## src/rtl/dma_align_pkg.sv

```systemverilog
package dma_align_pkg;

  typedef enum logic [2:0] {
    PH_IDLE,
    PH_ALIGN,
    PH_SETUP,
    PH_XFER,
    PH_RESYNC
  } phase_e;

  // Processor cycle length in master clocks for a select code.
  function automatic logic [3:0] cyc_len(input logic [1:0] code);
    case (code)
      2'b00:   return 4'd6;
      2'b01:   return 4'd8;
      default: return 4'd12;
    endcase
  endfunction

  // Advance a position on the processor cycle grid, wrapping at len.
  function automatic logic [3:0] grid_step(input logic [3:0] pos, input logic [3:0] len);
    return (pos == len - 4'd1) ? 4'd0 : pos + 4'd1;
  endfunction

endpackage

```

## src/rtl/dma_align_divider.sv

```systemverilog
module dma_align_divider #(
  parameter int DIV_W = 3
) (
  input  logic clk,
  input  logic rst,
  output logic slot_begin,
  output logic slot_end
);
  logic [DIV_W-1:0] div_q;

  always_ff @(posedge clk) begin
    if (rst) div_q <= '0;
    else     div_q <= div_q + 1'b1;
  end

  assign slot_begin = (div_q == '0);
  assign slot_end   = &div_q;
endmodule

```

## src/rtl/dma_align_grid.sv

```systemverilog
module dma_align_grid
  import dma_align_pkg::*;
(
  input  logic       clk,
  input  logic       rst,
  input  logic       accept,
  input  logic       run,
  input  logic [1:0] cyc_sel,
  output logic       grid_last
);
  logic [3:0] len_q;
  logic [3:0] pos_q;

  always_ff @(posedge clk) begin
    if (rst) begin
      len_q <= 4'd6;
      pos_q <= 4'd0;
    end else if (accept) begin
      len_q <= cyc_len(cyc_sel);
      pos_q <= 4'd0;
    end else if (run) begin
      pos_q <= grid_step(pos_q, len_q);
    end
  end

  assign grid_last = (pos_q == len_q - 4'd1);
endmodule

```

## src/rtl/dma_align_seq.sv

```systemverilog
module dma_align_seq
  import dma_align_pkg::*;
#(
  parameter int CNT_W = 16
) (
  input  logic             clk,
  input  logic             rst,
  input  logic             start_req,
  input  logic [CNT_W-1:0] xfer_count,
  input  logic             slot_begin,
  input  logic             slot_end,
  input  logic             grid_last,
  output logic             accept,
  output logic             halt,
  output logic             dma_active,
  output logic             xfer_slot,
  output logic             done
);
  localparam int REM_W = CNT_W + 1;

  phase_e           phase_q;
  logic [REM_W-1:0] rem_q;
  logic [REM_W-1:0] rem_load;
  logic             done_q;

  assign rem_load = (xfer_count == '0) ? {1'b1, {CNT_W{1'b0}}} : {1'b0, xfer_count};
  assign accept   = (phase_q == PH_IDLE) && start_req;

  always_ff @(posedge clk) begin
    if (rst) begin
      phase_q <= PH_IDLE;
      rem_q   <= '0;
      done_q  <= 1'b0;
    end else begin
      done_q <= 1'b0;
      case (phase_q)
        PH_IDLE: if (start_req) begin
          phase_q <= PH_ALIGN;
          rem_q   <= rem_load;
        end
        PH_ALIGN: if (slot_end) phase_q <= PH_SETUP;
        PH_SETUP: if (slot_end) phase_q <= PH_XFER;
        PH_XFER: if (slot_end) begin
          rem_q <= rem_q - 1'b1;
          if (rem_q == {{(REM_W-1){1'b0}}, 1'b1}) phase_q <= PH_RESYNC;
        end
        PH_RESYNC: if (grid_last) begin
          phase_q <= PH_IDLE;
          done_q  <= 1'b1;
        end
        default: phase_q <= PH_IDLE;
      endcase
    end
  end

  assign halt       = (phase_q != PH_IDLE);
  assign dma_active = (phase_q == PH_SETUP) || (phase_q == PH_XFER);
  assign xfer_slot  = (phase_q == PH_XFER) && slot_begin;
  assign done       = done_q;
endmodule

```

## src/rtl/dma_align_unit.sv

```systemverilog
module dma_align_unit #(
  parameter int CNT_W = 16
) (
  input  logic             clk,
  input  logic             rst,
  input  logic             start_req,
  input  logic [CNT_W-1:0] xfer_count,
  input  logic [1:0]       cyc_sel,
  output logic             halt,
  output logic             dma_active,
  output logic             xfer_slot,
  output logic             done
);
  localparam int DIV_W = 3;

  logic slot_begin;
  logic slot_end;
  logic grid_last;
  logic accept;

  dma_align_divider #(.DIV_W(DIV_W)) u_div (
    .clk(clk), .rst(rst), .slot_begin(slot_begin), .slot_end(slot_end)
  );

  dma_align_grid u_grid (
    .clk(clk), .rst(rst), .accept(accept), .run(halt),
    .cyc_sel(cyc_sel), .grid_last(grid_last)
  );

  dma_align_seq #(.CNT_W(CNT_W)) u_seq (
    .clk(clk), .rst(rst), .start_req(start_req), .xfer_count(xfer_count),
    .slot_begin(slot_begin), .slot_end(slot_end), .grid_last(grid_last),
    .accept(accept), .halt(halt), .dma_active(dma_active),
    .xfer_slot(xfer_slot), .done(done)
  );
endmodule

```

## config.mk

```make
export PLATFORM = sky130hd
export DESIGN_NAME = dma_align_unit
export DESIGN_NICKNAME = d
export VERILOG_FILES = /design/src/rtl/dma_align_pkg.sv /design/src/rtl/dma_align_divider.sv /design/src/rtl/dma_align_grid.sv /design/src/rtl/dma_align_seq.sv /design/src/rtl/dma_align_unit.sv
export SDC_FILE = /design/constraint.sdc
export NUM_CORES = 1
export LEC_CHECK = 0
export BUFFER_PORTS_ARGS = -buffer_cell sky130_fd_sc_hd__buf_2
export CAP_MARGIN = 20
export CORE_MARGIN = 4
export CORE_UTILIZATION = 35
export CTS_BUF_LIST = sky130_fd_sc_hd__clkbuf_16
export DETAILED_ROUTE_END_ITERATION = 16
export HOLD_SLACK_MARGIN = 0.02
export SYNTH_ARGS = -nofsm -noshare
export SYNTH_HDL_FRONTEND = slang
export SYNTH_SLANG_ARGS = --single-unit
```

## constraint.sdc

```tcl
create_clock -name clk -period 4.9 [get_ports clk]
set_input_delay 0.98 -clock clk [delete_from_list [all_inputs] [get_ports clk]]
set_output_delay 0.98 -clock clk [all_outputs]
set_load 0.01 [all_outputs]
```

==> results.yml <==
floorplanning:
  die_h_um: 80.7
  initial_core_util_pct: 36.3
  core_area_um2: 5110
  dieArea_um2: 6520
  rows: 26
  die_w_um: 80.7
  ioPinCount: 25
timing:
  finalWorstSetupSlack_ps: 2000
  rsz0062_at_grt: "false"
  tns_ps: 0
  finalCritPeriodShare_pct: 59.2
  final-max-slew-violation-count: 0
  max_slew_margin_pct: 43.7
  worst_pin_slew_ps: 842
  setup_viol: 0
  finalHoldViolCount: 0
  fmax_mhz: 345
  finalClockSkew_ps: 1.44
  fin_crit_ps: 2900
final_layout:
  final_common_cell: "dfxtp_1"
  fill_cells: 543
  diodes: 0
  syn_to_final_growth_pct: 14.9
  nNetsFinal: 280
  drive_gt1_share_pct: 13.5
  fin_util_pct: 41.6
  mostFrequentLayoutCells: "dfxtp_1, buf_2, nor2_1"
placement:
  place_ws_ps: 2270
  hpwl_um: 3190
  io_buffers: 24
  gp_congestion: 0.781
logic_synthesis:
  syn-num-nets: 264
  syn_area_per_cell_um2: 7.85
  async_reset_ff_share_pct: 0
  synth_cell_types: 48
  synth_edf_count: 0
  ys_seq_elements: 31
  ys_seq_area_share_pct: 33.5
  syn_area_um2: 1850
  syn_inst: 236
  synthFlopType: "dfxtp_1"
  yosysWarningCount: 0
power_and_ir_drop:
  combPwrFrac_pct: 16.4
  cellPowerDensity_nw_per_um2: 322
  ir_drop_mv: 0.139
  p_int_uw: 495
  power_uw: 684
  clkPwrFrac_pct: 41.8
  p_sw_share_pct: 27.7
  leakagePower_nw: 0.863
  p_switching_uw: 190
  p_seq_share_pct: 41.8
cts:
  cts_resized: 0
  cts_root_buf: "clkbuf_16"
  clkSlewWorstSetupHoldPaths_ps: 50
  insertion_delay_ps: 270
  cts_tree: "yes"
  clk_path_buf_depth: 2
  cts_buffers: 5
  cts_setup_buffers: 0
  cts_hold_buf: 0
  numClockSinks: 31
  htree_levels: 2
min_path:
  min_path_type: "register to register"
drt:
  routed-via-count: 1765
  wl_per_cell_um: 14.0
  first_iter_violations: 66
  drc: 0
  wl_um: 4520
  vias_per_cell: 5.48
  drtPass1Iterations: 6
  drtAntennaViolNets: 0
grt:
  grt_max_degree: 34
  grt_pass1_vias: 1709
  grtUsageTotal_pct: 15.8
  antenna_found_initial: 0
  grt_overflow_total: 0
  grt_pass1_wl_um: 7990
critical_path:
  end_kind: "output port"
  criticalPathCategory: "register to output port"
  worstPathMaxFanout: 23
  worstPathArrival_ps: 1920
  regToRegSetupSlack_ps: 2650
  start_kind: "register"
  critical_path_required_ps: 3920
status:
  status: "finished, final reports clean"
flow_run:
  maxCapViolations: 0
critical path: stages, from the launching register on:
cell      delay (ps)
dfxtp_1          390
nand3b_1         690
nor3b_1          390
buf_2            180
cells in the mapped netlist (all sizes together) (3+ instances only):
library cell  count  area share, %
dfxtp            31             34
nor2             21            4.3
a21oi            20            5.4
nand2            18            3.6
nor3             14            3.8
clkbuf           12            2.4
o21ai            12            3.2
nor4             11            4.5
inv              10            2.0
nand3            10            2.7
a211oi            7            2.8
ha                7            4.7
nand3b            4            1.6
nor2b             4            1.4
or3               4            1.4
a221oi            3            1.4
a31oi             3            1.0
buf               3            1.1
nor3b             3            1.2
o311a             3            1.6
o31ai             3            1.2
xor2              3            1.4
power by group through the flow:
stage | Sequential [mW] | Clock [mW] | Combinational (mW)
floorplan | 0.285 | 0 | 0.0893
finish | 0.286 | 0.286 | 0.112
CTS | 0.285 | 0.295 | 0.113
global route | 0.289 | 0.307 | 0.130
detailed placement | 0.290 | 0 | 0.112
global placement | 0.290 | 0 | 0.111
layer usage:
layer | vias to the layer above | track usage [%] | routed length, um
met5 | - | 0 | 0
met1 | 830 | 20.6 | 2190
li1 | 906 | - | -
met2 | 25 | 25.6 | 2120
met4 | 0 | 3.72 | 47
met3 | 4 | 4.66 | 164
per-stage QoR:
stage | instance area [um^2] | hold WS [ps] | instances
2_1_floorplan | 1850 | 417 | 236
3_3_place_gp | 1990 | 434 | 315
3_5_place_dp | 1990 | 441 | 315
4_1_cts | 2130 | 452 | 322
5_1_grt | 2130 | 482 | 322
6_report | 2130 | 446 | 322
logic make-up (layout without fill, tap and decap cells):
kind of cell	Yosys count	count (layout)	synth area share, %
AOI/OAI and AO/OA	65	65	23.0
xor gates and xnor gates	4	4	2.64
adders and majority gates	7	7	4.73
buffers and inverters	25	41	5.61
DFF	31	31	33.5
muxes	1	1	0.541
and+or+nand+nor	103	103	29.9
final cells by class:
cell class / instances / area (um^2) / area share (%)
Tap cell: 70 / 87.6 / 4.12
Clock buffer: 5 / 125 / 5.88
Multi-Input combinational cell: 180 / 1130 / 53.0
Clock inverter: 2 / 8.76 / 0.412
Sequential cell: 31 / 621 / 29.2
Timing Repair Buffer: 24 / 120 / 5.65
Inverter: 10 / 37.5 / 1.76
path summary, 6_finish.rpt:
| kind | from | to | cells past startpoint |
|---|---|---|---|
| worst min register to register | u_div.div_q[0]$_SDFF_PP0_ | u_div.div_q[0]$_SDFF_PP0_ | 1 |
| worst max-delay path | u_seq.phase_q[2]$_SDFFE_PP0P_ | xfer_slot | 3 |
| worst min-delay path | u_div.div_q[0]$_SDFF_PP0_ | u_div.div_q[0]$_SDFF_PP0_ | 1 |
| worst max register to register | u_seq.rem_q[1]$_SDFFE_PP0P_ | u_seq.rem_q[14]$_SDFFE_PP0P_ | 7 |
flip-flops by register name (all words and copies together), names as in the netlist:
name,flops
u_div.div_q,3
u_grid.len_q,3
u_grid.pos_q,4
u_seq.done,1
u_seq.phase_q,3
u_seq.rem_q,17
Note: power is estimated with default switching activity, not from simulation.
